`src/rtl/e1c_pkg.sv`:
```
package e1c_pkg;
  // frames per CRC submultiframe and per multiframe, fixed by the CRC-4 layout
  localparam int SMF_FRAMES = 8;
  localparam int MF_FRAMES  = 2 * SMF_FRAMES;

  typedef logic [3:0] crc4_t;

  // one serial step of the remainder of M(x)*x^4 mod x^4+x+1
  function automatic crc4_t crc4_step(input crc4_t s, input logic b);
    logic fb;
    fb = b ^ s[3];
    return {s[2:0], 1'b0} ^ (fb ? 4'b0011 : 4'b0000);
  endfunction

  // saturating increment
  function automatic logic [63:0] sat_inc(input logic [63:0] v, input logic [63:0] top);
    return (v == top) ? v : v + 64'd1;
  endfunction
endpackage

```
`src/rtl/e1c_align.sv`:
```
module e1c_align
  import e1c_pkg::*;
#(
  parameter int FRAME_BITS = 256
) (
  input  logic       clk,
  input  logic       rst_n,
  input  logic       bit_en,
  input  logic       frame_start,
  input  logic       mf_start,
  output logic       is_c,
  output logic [1:0] c_idx,
  output logic       smf_last,
  output logic       trk,
  output logic       resync
);
  localparam int BW = $clog2(FRAME_BITS);
  localparam int FW = $clog2(MF_FRAMES);
  localparam int SW = $clog2(SMF_FRAMES);
  localparam logic [BW-1:0] BIT_LAST = BW'(FRAME_BITS - 1);
  localparam logic [FW-1:0] FRM_LAST = FW'(MF_FRAMES - 1);
  localparam logic [SW-1:0] SMF_LAST = SW'(SMF_FRAMES - 1);

  logic [BW-1:0] bit_q, eff_bit;
  logic [FW-1:0] frm_q, eff_frm;
  logic [SW-1:0] smf_frm;
  logic          aligned_q, mf_hit, slip;

  always_comb begin
    mf_hit  = bit_en & mf_start;
    resync  = mf_hit & (!aligned_q || bit_q != '0 || frm_q != '0);
    slip    = bit_en & frame_start & !mf_start & (bit_q != '0);
    eff_bit = mf_hit ? '0 : bit_q;
    eff_frm = mf_hit ? '0 : frm_q;
    smf_frm = eff_frm[SW-1:0];
    is_c    = (eff_bit == '0) && !smf_frm[0];
    c_idx   = smf_frm[2:1];
    smf_last = (eff_bit == BIT_LAST) && (smf_frm == SMF_LAST);
    trk     = mf_hit | (aligned_q & !slip);
  end

  always_ff @(posedge clk or negedge rst_n) begin
    if (!rst_n) begin
      bit_q     <= '0;
      frm_q     <= '0;
      aligned_q <= 1'b0;
    end else if (bit_en) begin
      if (eff_bit == BIT_LAST) begin
        bit_q <= '0;
        frm_q <= (eff_frm == FRM_LAST) ? '0 : eff_frm + 1'b1;
      end else begin
        bit_q <= eff_bit + 1'b1;
        frm_q <= eff_frm;
      end
      if (mf_hit)    aligned_q <= 1'b1;
      else if (slip) aligned_q <= 1'b0;
    end
  end


  resync_origin_chk: assert property (@(posedge clk) disable iff (!rst_n)
    resync |=> (aligned_q && frm_q == '0 && bit_q == BW'(1)));

  slip_drop_chk: assert property (@(posedge clk) disable iff (!rst_n)
    slip |=> !aligned_q);

  idle_hold_chk: assert property (@(posedge clk) disable iff (!rst_n)
    !bit_en |=> ($stable(bit_q) && $stable(frm_q) && $stable(aligned_q)));

  cpos_onehot_chk: assert property (@(posedge clk) disable iff (!rst_n)
    $onehot0({is_c, smf_last}));
endmodule

```
`config.mk`:
```
export PLATFORM = sky130hd
export DESIGN_NAME = e1c_align
export DESIGN_NICKNAME = d
export VERILOG_FILES = /design/src/rtl/e1c_pkg.sv /design/src/rtl/e1c_align.sv
export SDC_FILE = /design/constraint.sdc
export NUM_CORES = 1
export LEC_CHECK = 0
export BUFFER_PORTS_ARGS = -buffer_cell sky130_fd_sc_hd__buf_2
export CORE_UTILIZATION = 35
export DETAILED_ROUTE_END_ITERATION = 8
export HOLD_SLACK_MARGIN = 0.15
export PLACE_DENSITY = 0.59
export SETUP_SLACK_MARGIN = 0.4
export SYNTH_ARGS = -nofsm -noshare
export SYNTH_HDL_FRONTEND = slang
export SYNTH_SLANG_ARGS = --single-unit
```
`constraint.sdc`:
```
create_clock -name clk -period 1.45 [get_ports clk]
set_input_delay 0.145 -clock clk [delete_from_list [all_inputs] [get_ports clk]]
set_output_delay 0.145 -clock clk [all_outputs]
set_load 0.01 [all_outputs]
```
==> qor.csv, run 1 <==
stage,metric,value,unit
floorplanning,io_pins,11,
worst_hold_path,hold_path_class,input port to register,
floorplanning,coreArea,2190,sq um
job,maxCapViolations,0,
power_and_ir_drop,swShare,32.2,%
timing,worst_slew_pin_slew,0.326,ns
cts,clk_pin_slew,0.09,ns
cts,clock_sinks,13,
status,failed_checks,setup timing,
layout,layout.cells.non_filler,157,
global_route,antenna_found_initial,0,
timing,maxSlewHeadroom,78.2,%
critical_path,critPathCaptureType,output pin,
yosys,yosysWarnings,0,
power_and_ir_drop,pwr-share-clk,23.4,%
yosys,synth_nets,97,
floorplanning,die_h,50.0,um
worst_hold_path,min_to,aligned_q$_DFFE_PN0P_,
route,vias,843,
yosys,synthCells,90,
timing,post-route-period-util,122,%
timing,hold_viol,0,
layout,nNetsFinal,137,
placement,gp_congestion,0.837,
critical_path,cp.arrival,1.62,ns
floorplanning,die-area,2500,sq um
critical_path,ff2ff_setup_slack,-0.15,ns
critical_path,cp_max_fo,2,
layout,drive_above_1_share,58.9,%
global_route,grt.overflow.total,0,
placement,port_buffers,10,
timing,whs,0.241,ns
power_and_ir_drop,p_per_area,739,nW/um^2
status,status,"complete, but fails checks",
global_route,grt_pass1_vias,824,
global_route,grt_pass1_wl,4000,um
power_and_ir_drop,pwr-share-seq,44.0,%
yosys,syn_avg_cell_area,8.95,sq um
route,totalWireLength,2400,um
yosys,synth_top_area_share,40.4,%
yosys,synth_top_area_cell,dfrtp_1,
route,vias_per_cell,5.37,
power_and_ir_drop,leakage,0.582,nW
cts,clkLatencyLatePin,0.27,ns
cts,clock_path_buffers,2,
layout,syn_to_final_growth,65.1,%
power_and_ir_drop,combPwrFrac,32.6,%
timing,fmax,567,MHz
yosys,ys_seq_area_share,40.4,%
layout,antenna_cells,0,
critical_path,crit_type,register to output pin,
worst_hold_path,hold_start,frame_start,
worst_hold_path,min_delay_path_depth,4,
route,drc,0,
yosys,yosys-top-cells-area,"dfrtp_1, o21ai_0, nand2_1",
route,wl_per_cell,15.3,um
timing,finalCriticalPeriod,1.76,ns
power_and_ir_drop,p_int,0.667,mW
global_route,grt_max_degree,14,
critical_path,r2r_start,bit_q[5]$_DFFE_PN0P_,
timing,fin_skew,0.00529,ns
placement,dp_hpwl,1540,um
layout,final_cell_mix,"buf_4, buf_6, dfrtp_1, buf_2, nand2_1",
route,final_antenna_net_count,0,
layout,final_area,1330,sq um
critical_path,required,1.31,ns
floorplanning,start_util,36.8,%
cts,cts_buffers,3,
timing,rsz0062_at_grt,yes,
route,drtIter0Drc,6,
yosys,ys_ff_latch,13,
critical_path,reg2regPathDepth,6,
placement,placed_cells,140,
timing,setup_viol,8,
power_and_ir_drop,max-vdd-ir-drop,0.000719,V
cts,htreeDepth,1,
placement,placed_cell_area,1030,sq um
critical_path,reg2reg_to,frm_q[2]$_DFFE_PN0P_,
yosys,ys_types,32,
power_and_ir_drop,switching_power,0.316,mW
route,first_pass_iters,2,
cts,cts_tree,built,
global_route,grt.total_usage,21.3,%
timing,maxSlewViolCount,0,
cts,root_buffer,clkbuf_4,
timing,worst_slack,-0.313,ns
floorplanning,die_w,50.0,um
layout,final_common_cell,buf_4,
yosys,synthesis.area,806,sq um
critical_path,cp-start-kind,register,
floorplanning,rows,17,
layer usage:
layer / vias up / GRT usage (%) / part of all wire (%)
li1: 410 / - / -
met1: 416 / 28.6 / 47
met2: 15 / 34.0 / 50
met3: 2 / 3.70 / 2.7
met4: 0 / 7.62 / 0.67
met5: - / 0 / 0
final cells by class:
| type | instances | area, sq um |
|---|---|---|
| sequential | 13 | 330 |
| inverter | 4 | 15.0 |
| fill | 182 | 861 |
| timing repair buffer | 42 | 335 |
| tap | 28 | 35.0 |
| clock buffer | 4 | 26.3 |
| multi-input combinational | 66 | 588 |
through the flow:
step	setup slack [ns]	setup TNS [ns]	power, mW	utilization (%)
after floorplan	0.0865	0	0.573	-
final	-0.313	-1.34	0.983	60.7
after CTS	-0.334	-1.15	0.945	56.8
after detailed placement	-0.0233	-0.0233	0.657	47.2
after global routing	-0.378	-1.95	1.04	60.7
after global placement	-0.0138	-0.0138	0.651	47.2
what timing repair did:
item | CTS | global route
pin swaps | 8 | 6
buffers inserted | 8 | 4
resized for setup | 28 | 16
hold buffers | 1 | 0
hold endpoints to repair | 13 | 0
endpoints found under the setup margin | 16 | 18
critical path: stages (launching register included):
cell	delay, ns
dfrtp_1	0.39
or4_1	0.52
o311a_1	0.30
buf_2	0.14
registers in the layout, summed over array words and instances, names as in the netlist:
name and cells:
aligned_q 1, bit_q 8, frm_q 4
power by group through the flow:
stage	Combinational [mW]	Clock, mW	Sequential [mW]
after floorplan	0.146	0	0.427
after global placement	0.218	0	0.433
after detailed placement	0.223	0	0.434
after CTS	0.279	0.241	0.425
after global routing	0.345	0.259	0.438
final	0.320	0.230	0.433
kinds of logic (layout without fill, tap and decap cells):
group / count (synthesis) / count (layout) / share of synthesized area [%]
buf+inv: 11 / 50 / 5.74
flops: 13 / 13 / 40.4
fa+ha+maj: 2 / 2 / 3.11
compound gates: 27 / 27 / 20.8
simple gates: 35 / 35 / 27.2
mux: 2 / 2 / 2.79
synthesized netlist by cell type (all sizes together):
master   instances
or4              3
nor3             3
ha               2
dfrtp           13
o311a            1
o21a             1
o311ai           1
o21ai           11
a211o            1
nor4             3
mux2             2
a21o             1
o21bai           1
nand3b           1
clkbuf           4
inv              4
nand2b           2
and2             3
nor2b            2
nand2            9
a21oi            5
a31oi            1
nand4            3
nand4b           1
o31ai            3
a2bb2oi          1
buf              3
and4             1
nand3            4
how the worst max path moves through the flow:
stage,cells past startpoint,endpoint,start,slack (ns)
3_3_place_gp,4,resync,bit_q[6]$_DFFE_PN0P_,-0.01
3_5_place_dp,3,resync,frm_q[1]$_DFFE_PN0P_,-0.02
6_report,3,resync,frm_q[2]$_DFFE_PN0P_,-0.31
2_1_floorplan,4,resync,bit_q[5]$_DFFE_PN0P_,0.09
5_1_grt,4,resync,bit_q[3]$_DFFE_PN0P_,-0.38
4_1_cts,4,resync,bit_q[4]$_DFFE_PN0P_,-0.33
Power figures use the tool's default switching activity.
==> inputs of run 2 (changes only) <==
- CORE_UTILIZATION: 35 -> 49
- PLACE_DENSITY: 0.59 -> 0.76
==> qor.csv, run 2 <==
stage,metric,value,unit,change
status,status,stopped before the end,,"was complete, but fails checks"
status,lastStage,5_1_grt,,
status,stop_error,[ERROR DPL-0033] detailed placement checks failed during check placement.,,
yosys,yosysWarnings,0,,unchanged
yosys,synthesis.area,806,sq um,unchanged
yosys,synth_xor_area_share,0,%,unchanged
yosys,ys_ff_latch,13,,unchanged
cts,root_buffer,clkbuf_4,,unchanged
placement,port_buffers,10,,unchanged
placement,placed_cells,127,,was 140
yosys,ys_types,32,,unchanged
global_route,antenna_found_initial,0,,
yosys,syn_avg_cell_area,8.95,sq um,unchanged
floorplanning,start_util,52.9,%,was 36.8%
cts,cts_buffers,3,,unchanged
yosys,synthSimpleGateAreaFrac,27.2,%,unchanged
yosys,async_reset_ff_share,100,%,unchanged
yosys,yosys.area_share.adder,3.11,%,unchanged
floorplanning,die_w,42.6,um,was 50.0 um
yosys,ys_seq_area_share,40.4,%,unchanged
yosys,synth_compound_area_share,20.8,%,unchanged
cts,htreeDepth,1,,unchanged
global_route,grt_max_degree,14,,
timing,worst-ep-kind,primary output,,
yosys,muxShareOfSynthArea,2.80,%,unchanged
yosys,synth_top_area_share,40.4,%,unchanged
cts,clock_path_buffers,2,,unchanged
yosys,synth_edf_count,0,,unchanged
cts,clock_sinks,13,,unchanged
yosys,synth_top_family_by_area,simple AND/OR/NAND/NOR gates,,unchanged
yosys,synth.most_common_cell,dfrtp_1,,unchanged
placement,gp_congestion,0.808,,was 0.837
yosys,synth_common_cells,"dfrtp_1, o21ai_0, nand2_1, a21oi_1",,unchanged
yosys,synthCells,90,,unchanged
yosys,yosys-top-cells-area,"dfrtp_1, o21ai_0, nand2_1",,unchanged
timing,grt-worst-endpoint,resync,,
yosys,synth_nets,97,,unchanged
floorplanning,rows,14,,was 17
floorplanning,die_h,42.6,um,was 50.0 um
floorplanning,io_pins,11,,unchanged
yosys,yosys_most_used_dff,dfrtp_1,,unchanged
placement,dp_hpwl,1520,um,was 1540 um
yosys,synth_top_area_cell,dfrtp_1,,unchanged
-- run 2: cell counts after synthesis --
Identical to the previous run, type by type.
-- run 2: through the flow --
stage / hold WS, ns / setup TNS, ns / instance area, sq um / utilization (%) / setup slack (ns)
3_3_place_gp: 0.0499 / -0.000547 / 1010 / 66.3 / -0.000547
4_1_cts: 0.251 / -0.840 / 1330 / 86.9 / -0.323
3_5_place_dp: 0.0551 / -0.0591 / 1010 / 66.3 / -0.0366
2_1_floorplan: -0.151 / 0 / 865 / - / 0.0865
-- run 2: logic make-up after synthesis --
family | count (synthesis)
adder cells (fa/ha/maj) | 2
flip-flops | 13
AND/OR/NAND/NOR | 35
AO/OA/AOI/OAI | 27
multiplexers | 2
buffers and inverters | 11
-- run 2: what timing repair did --
item / 4_1_cts
resized for setup: 44
pin swaps: 12
endpoints found under the setup margin: 17
endpoints found under the hold margin: 13
hold buffers: 1
setup buffers: 12
==> inputs of run 3 (changes only) <==
- CORE_AREA: default -> 2 2 63 65
- CORE_UTILIZATION: 49 -> default
- DIE_AREA: default -> 0 0 65 67
- HOLD_SLACK_MARGIN: 0.15 -> default
- PLACE_DENSITY: 0.76 -> default
- PLACE_DENSITY_LB_ADDON: default -> 0.15
- SETUP_SLACK_MARGIN: 0.4 -> default
- clock period: 1.45 -> 1.9 ns (I/O delays scaled with it)
==> qor.csv, run 3 (synthesis gave the netlist of run 1 again) <==
stage,metric,value,unit,change
cts,cts_buffers,3,,unchanged
power_and_ir_drop,max-vdd-ir-drop,0.000276,V,
floorplanning,die_w,65,um,was 42.6 um
cts,root_buffer,clkbuf_8,,was clkbuf_4
critical_path,cp_max_fo,3,,
layout,largestRegisters,"bit_q (8), frm_q (4), aligned_q (1)",,
floorplanning,coreArea,3610,sq um,
global_route,grt_pass1_vias,720,,
route,vias,733,,
critical_path,reg2reg_to,frm_q[1]$_DFFE_PN0P_,,
global_route,grt_pass1_wl,3530,um,
job,maxCapViolations,0,,
critical_path,r2r_start,bit_q[0]$_DFFE_PN0P_,,
route,vias_per_cell,4.82,,
critical_path,crit_family,simple AND/OR/NAND/NOR gates,,
route,totalWireLength,2190,um,
timing,hold_viol,0,,
worst_hold_path,hold_path_class,input port to register,,
power_and_ir_drop,switching_power,0.235,mW,
power_and_ir_drop,p_per_area,742,nW/um^2,
worst_hold_path,hold_start,frame_start,,
cts,clock_sinks,13,,unchanged
floorplanning,die_h,67,um,was 42.6 um
layout,nNetsFinal,112,,
power_and_ir_drop,combPwrFrac,20.5,%,
route,final_antenna_net_count,0,,
placement,gp_congestion,0.731,,was 0.808
global_route,grt.total_usage,10.9,%,
critical_path,critPathMaxStageDelay,0.54,ns,
timing,fmax,542,MHz,
critical_path,required,1.71,ns,
placement,port_buffers,10,,unchanged
floorplanning,io_pins,11,,unchanged
layout,syn_to_final_growth,26.2,%,
critical_path,reg2regPathDepth,4,,
critical_path,startpoint,frm_q[2]$_DFFE_PN0P_,,
route,first_pass_iters,4,,
floorplanning,die-area,4360,sq um,
route,drc,0,,
layout,final_cell_mix,"o21ai_0, dfrtp_1, buf_2, nand2_1, buf_4",,
critical_path,cp-start-kind,register,,
layout,regMostFlops,bit_q,,
power_and_ir_drop,p_int,0.520,mW,
timing,post-route-period-util,97.1,%,
critical_path,crit_type,register to output pin,,
worst_hold_path,min_to,aligned_q$_DFFE_PN0P_,,
layout,final_area,1020,sq um,
timing,maxSlewHeadroom,76.6,%,
status,status,finished clean,,was stopped before the end
floorplanning,rows,22,,was 14
timing,tns,0,ns,
timing,worst_slew_pin_slew,0.352,ns,
cts,htreeDepth,1,,unchanged
critical_path,cp.arrival,1.66,ns,
placement,placed_cell_area,922,sq um,was 1010 sq um
cts,clock_path_buffers,2,,unchanged
global_route,grt.overflow.total,0,,
route,drtIter0Drc,25,,
cts,clkLatencyLatePin,0.25,ns,
timing,finalCriticalPeriod,1.85,ns,
layout,largest_reg_flops,8,,
critical_path,ff2ff_setup_slack,0.24,ns,
power_and_ir_drop,pwr-share-seq,44.1,%,
timing,maxSlewViolCount,0,,
power_and_ir_drop,pwr-share-clk,35.4,%,
floorplanning,start_util,22.3,%,was 52.9%
route,wl_per_cell,14.4,um,
timing,fin_skew,0.00787,ns,
placement,dp_hpwl,1500,um,was 1520 um
critical_path,path_cells,"or4_1, o311a_1, buf_2",,
timing,setup_viol,0,,
worst_hold_path,min_delay_path_depth,4,,
critical_path,crit_buf_inv,1,,
cts,cts_tree,built,,
power_and_ir_drop,swShare,31.1,%,
global_route,antenna_found_initial,0,,
cts,clk_pin_slew,0.06,ns,
layout,drive_above_1_share,26.9,%,
critical_path,cp_slowest_cell,or4_1,,
layout,antenna_cells,0,,
global_route,grt_max_degree,14,,
power_and_ir_drop,leakage,0.441,nW,
critical_path,critPathCaptureType,output pin,,
==> run 3: power by group through the flow <==
stage | Clock (mW) | Combinational, mW | Sequential, mW
2_1_floorplan | 0 | 0.0902 | 0.322
3_3_place_gp | 0 | 0.139 | 0.330
3_5_place_dp | 0 | 0.141 | 0.329
4_1_cts | 0.276 | 0.145 | 0.325
5_1_grt | 0.296 | 0.173 | 0.336
6_report | 0.267 | 0.154 | 0.333
==> run 3: worst max-delay path by stage <==
stage,to,slack [ns],cells after the start
after floorplan,resync,0.43,4
after global placement,frm_q[2]$_DFFE_PN0P_,0.13,6
after global routing,resync,-0.001,4
after detailed placement,frm_q[2]$_DFFE_PN0P_,0.15,6
after CTS,resync,0.006,4
final,resync,0.05,3
==> run 3: worst reg2reg max path, delay by kind of cell (launching register included) <==
kind,cells,cell delay (ns)
buffers and inverters,1,0.20
flip-flops,1,0.47
multiplexers,1,0.37
AND/OR/NAND/NOR,2,0.51
==> run 3: metal layers <==
layer	up-vias	wire length [um]	global-route usage [%]
met5	-	0	0
met4	0	23	1.60
met3	2	113	3.72
met2	17	1020	19.2
met1	355	1030	13.1
li1	359	-	-
==> run 3: metrics by stage <==
stage | hold slack, ns | utilization [%] | worst slack [ns] | power (mW) | instances
2_1_floorplan | -0.106 | - | 0.433 | 0.412 | 90
3_3_place_gp | 0.113 | 25.6 | 0.131 | 0.469 | 146
3_5_place_dp | 0.113 | 25.6 | 0.154 | 0.470 | 146
4_1_cts | 0.337 | 27.3 | 0.00563 | 0.746 | 151
5_1_grt | 0.372 | 28.2 | -0.00136 | 0.805 | 152
6_report | 0.329 | 28.2 | 0.0544 | 0.754 | 152
==> run 3: cell type report <==
| cell class | instances | area [sq um] |
|---|---|---|
| Clock buffer | 4 | 45.0 |
| Inverter | 4 | 15.0 |
| Multi-Input combinational cell | 66 | 464 |
| Tap cell | 48 | 60.1 |
| Fill cell | 415 | 2590 |
| Sequential cell | 13 | 328 |
| Timing Repair Buffer | 17 | 105 |
==> run 3: timing repair <==
action / CTS / global route
setup buffers: 0 / 1
setup endpoints to repair: 1 / 3
endpoints found under the hold margin: 13 / 0
hold buffers: 1 / 0
gates resized for setup: 1 / 5
pin swaps: 0 / 3
==> inputs of run 4 (changes only) <==
- BUFFER_PORTS_ARGS: -buffer_cell sky130_fd_sc_hd__buf_2 -> default
- CELL_PAD_IN_SITES_DETAIL_PLACEMENT: default -> 0
- CELL_PAD_IN_SITES_GLOBAL_PLACEMENT: default -> 1
- DONT_BUFFER_PORTS: default -> 1
==> qor.csv, run 4 (synthesis gave the netlist of run 1 again) <==
stage,metric,value,unit,change
status,status,finished clean,,unchanged
timing,finalCriticalPeriod,1.84,ns,was 1.85 ns
layout,antenna_cells,0,,unchanged
global_route,antenna_found_initial,0,,unchanged
placement,placed_cell_area,850,sq um,was 922 sq um
layout,multi_input_area,452,sq um,was 464 sq um
critical_path,required,1.71,ns,about the same
timing,fmax,543,MHz,was 542 MHz
route,drc,0,,unchanged
timing,worst_slew_pin_slew,0.674,ns,was 0.352 ns
placement,port_buffers,0,,was 10
cts,htreeDepth,1,,unchanged
route,wl_per_cell,15.5,um,was 14.4 um
cts,clock_path_buffers,2,,unchanged
timing,fin_skew,0.00190,ns,was 0.00787 ns
placement,placed_cells,133,,was 146
global_route,grt_pass1_wl,3540,um,was 3530 um
power_and_ir_drop,leakage,0.373,nW,was 0.441 nW
placement,dp_hpwl,1470,um,was 1500 um
critical_path,r2r_start,bit_q[5]$_DFFE_PN0P_,,was bit_q[0]$_DFFE_PN0P_
timing,hold_viol,0,,unchanged
floorplanning,die_h,67,um,unchanged
timing,maxSlewViolCount,0,,unchanged
placement,gp_congestion,0.724,,was 0.731
cts,cts_setup_buffers,0,,unchanged
power_and_ir_drop,total_power,0.697,mW,was 0.754 mW
worst_hold_path,hold_path_class,input port to register,,unchanged
floorplanning,die-area,4360,sq um,unchanged
layout,syn_to_final_growth,14.4,%,was 26.2%
critical_path,critPathCaptureType,output pin,,unchanged
route,first_pass_iters,4,,unchanged
floorplanning,die_w,65,um,unchanged
floorplanning,io_pins,11,,unchanged
layout,largestRegisters,"bit_q (8), frm_q (4), aligned_q (1)",,unchanged
floorplanning,coreArea,3610,sq um,unchanged
layout,final_cell_mix,"dfrtp_1, o21ai_0, nand2_1, a21oi_1",,"was o21ai_0, dfrtp_1, buf_2, nand2_1, buf_4"
route,vias,671,,was 733
layout,final_common_cell,dfrtp_1,,
layout,drive_above_1_share,14.4,%,was 26.9%
cts,cts_buffers,3,,unchanged
global_route,grt_pass1_vias,686,,was 720
job,maxCapViolations,0,,unchanged
layout,final_area,922,sq um,was 1020 sq um
layout,fill_cells,383,,was 415
worst_hold_path,hold_start,bit_en,,was frame_start
floorplanning,start_util,22.3,%,unchanged
critical_path,cp.arrival,1.65,ns,was 1.66 ns
timing,tns,0,ns,unchanged
layout,nNetsFinal,98,,was 112
critical_path,ff2ff_setup_slack,0.30,ns,was 0.24 ns
global_route,grt.total_usage,11.0,%,was 10.9%
worst_hold_path,min_delay_path_depth,1,,was 4
layout,regMostFlops,bit_q,,unchanged
route,drtIter0Drc,24,,was 25
cts,clock_sinks,13,,unchanged
route,totalWireLength,2130,um,was 2190 um
worst_hold_path,min_to,bit_q[0]$_DFFE_PN0P_,,was aligned_q$_DFFE_PN0P_
global_route,grt_max_degree,14,,unchanged
floorplanning,rows,22,,unchanged
power_and_ir_drop,p_per_area,756,nW/um^2,was 742 nW/um^2
cts,clk_pin_slew,0.06,ns,about the same
critical_path,reg2reg_to,frm_q[1]$_DFFE_PN0P_,,unchanged
timing,post-route-period-util,96.9,%,was 97.1%
timing,setup_viol,0,,unchanged
layout,layout.cells.non_filler,138,,was 152
critical_path,reg2regPathDepth,3,,was 4
cts,root_buffer,clkbuf_8,,unchanged
timing,maxSlewHeadroom,54.9,%,was 76.6%
power_and_ir_drop,max-vdd-ir-drop,0.000285,V,was 0.000276 V
critical_path,crit_type,register to output pin,,unchanged
global_route,grt.overflow.total,0,,unchanged
layout,regArea,325,sq um,was 328 sq um
cts,clkLatencyLatePin,0.25,ns,about the same
critical_path,cp_max_fo,9,,was 3
cts,cts_tree,built,,unchanged
route,final_antenna_net_count,0,,unchanged
critical_path,cp-start-kind,register,,unchanged
layout,final_core_util,25.6,%,was 28.2%
layout,largest_reg_flops,8,,unchanged
route,vias_per_cell,4.86,,was 4.82
[run 4: final cells by class]
type,count,area share [%]
multi-input combinational,66,49.0
sequential,13,35.3
tap,48,6.51
clock buffer,4,4.88
timing repair buffer,3,2.71
inverter,4,1.63
[run 4: per-stage QoR]
stage	hold WS, ns	setup slack [ns]
after CTS	0.0569	0.00564
after detailed placement	-0.105	0.275
after global routing	0.0573	-0.00152
final	0.0554	0.0595
after floorplan	-0.106	0.433
after global placement	-0.105	0.313
[run 4: worst max-delay path by stage]
stage | from | end | slack [ns] | cells after the start
CTS | bit_q[1]$_DFFE_PN0P_ | resync | 0.006 | 3
finish | bit_q[1]$_DFFE_PN0P_ | resync | 0.06 | 3
global route | bit_q[1]$_DFFE_PN0P_ | resync | -0.002 | 3
floorplan | bit_q[1]$_DFFE_PN0P_ | resync | 0.43 | 4
global placement | bit_q[1]$_DFFE_PN0P_ | resync | 0.31 | 3
detailed placement | bit_q[1]$_DFFE_PN0P_ | resync | 0.28 | 3
[run 4: repair_timing]
item                                   in CTS  in global routing
resized for setup                           0                  4
endpoints found under the hold margin      13                  0
hold buffers                                1                  0
setup endpoints to repair                   0                  4
[run 4: critical path: stages, from the launching register on]
cell and delay (ns):
dfrtp_1 0.50, nor4_2 0.40, nand2_1 0.11, o311a_1 0.39
[run 4: power breakdown]
group	switching [mW]	leakage (nW)	total (mW)	internal [mW]
logic	0.0476	0.182	0.0847	0.0372
registers	0.0472	0.169	0.348	0.301
clock network	0.115	0.0228	0.264	0.149
[run 4: layer usage]
metal | wire, um | vias to the layer above | share of wire, % | GRT usage [%]
met5 | 0 | - | 0 | 0
met4 | 29 | 0 | 1.4 | 4.79
met3 | 97 | 4 | 4.5 | 3.38
met2 | 907 | 15 | 43 | 16.1
met1 | 1100 | 319 | 51 | 14.8
li1 | - | 333 | - | -
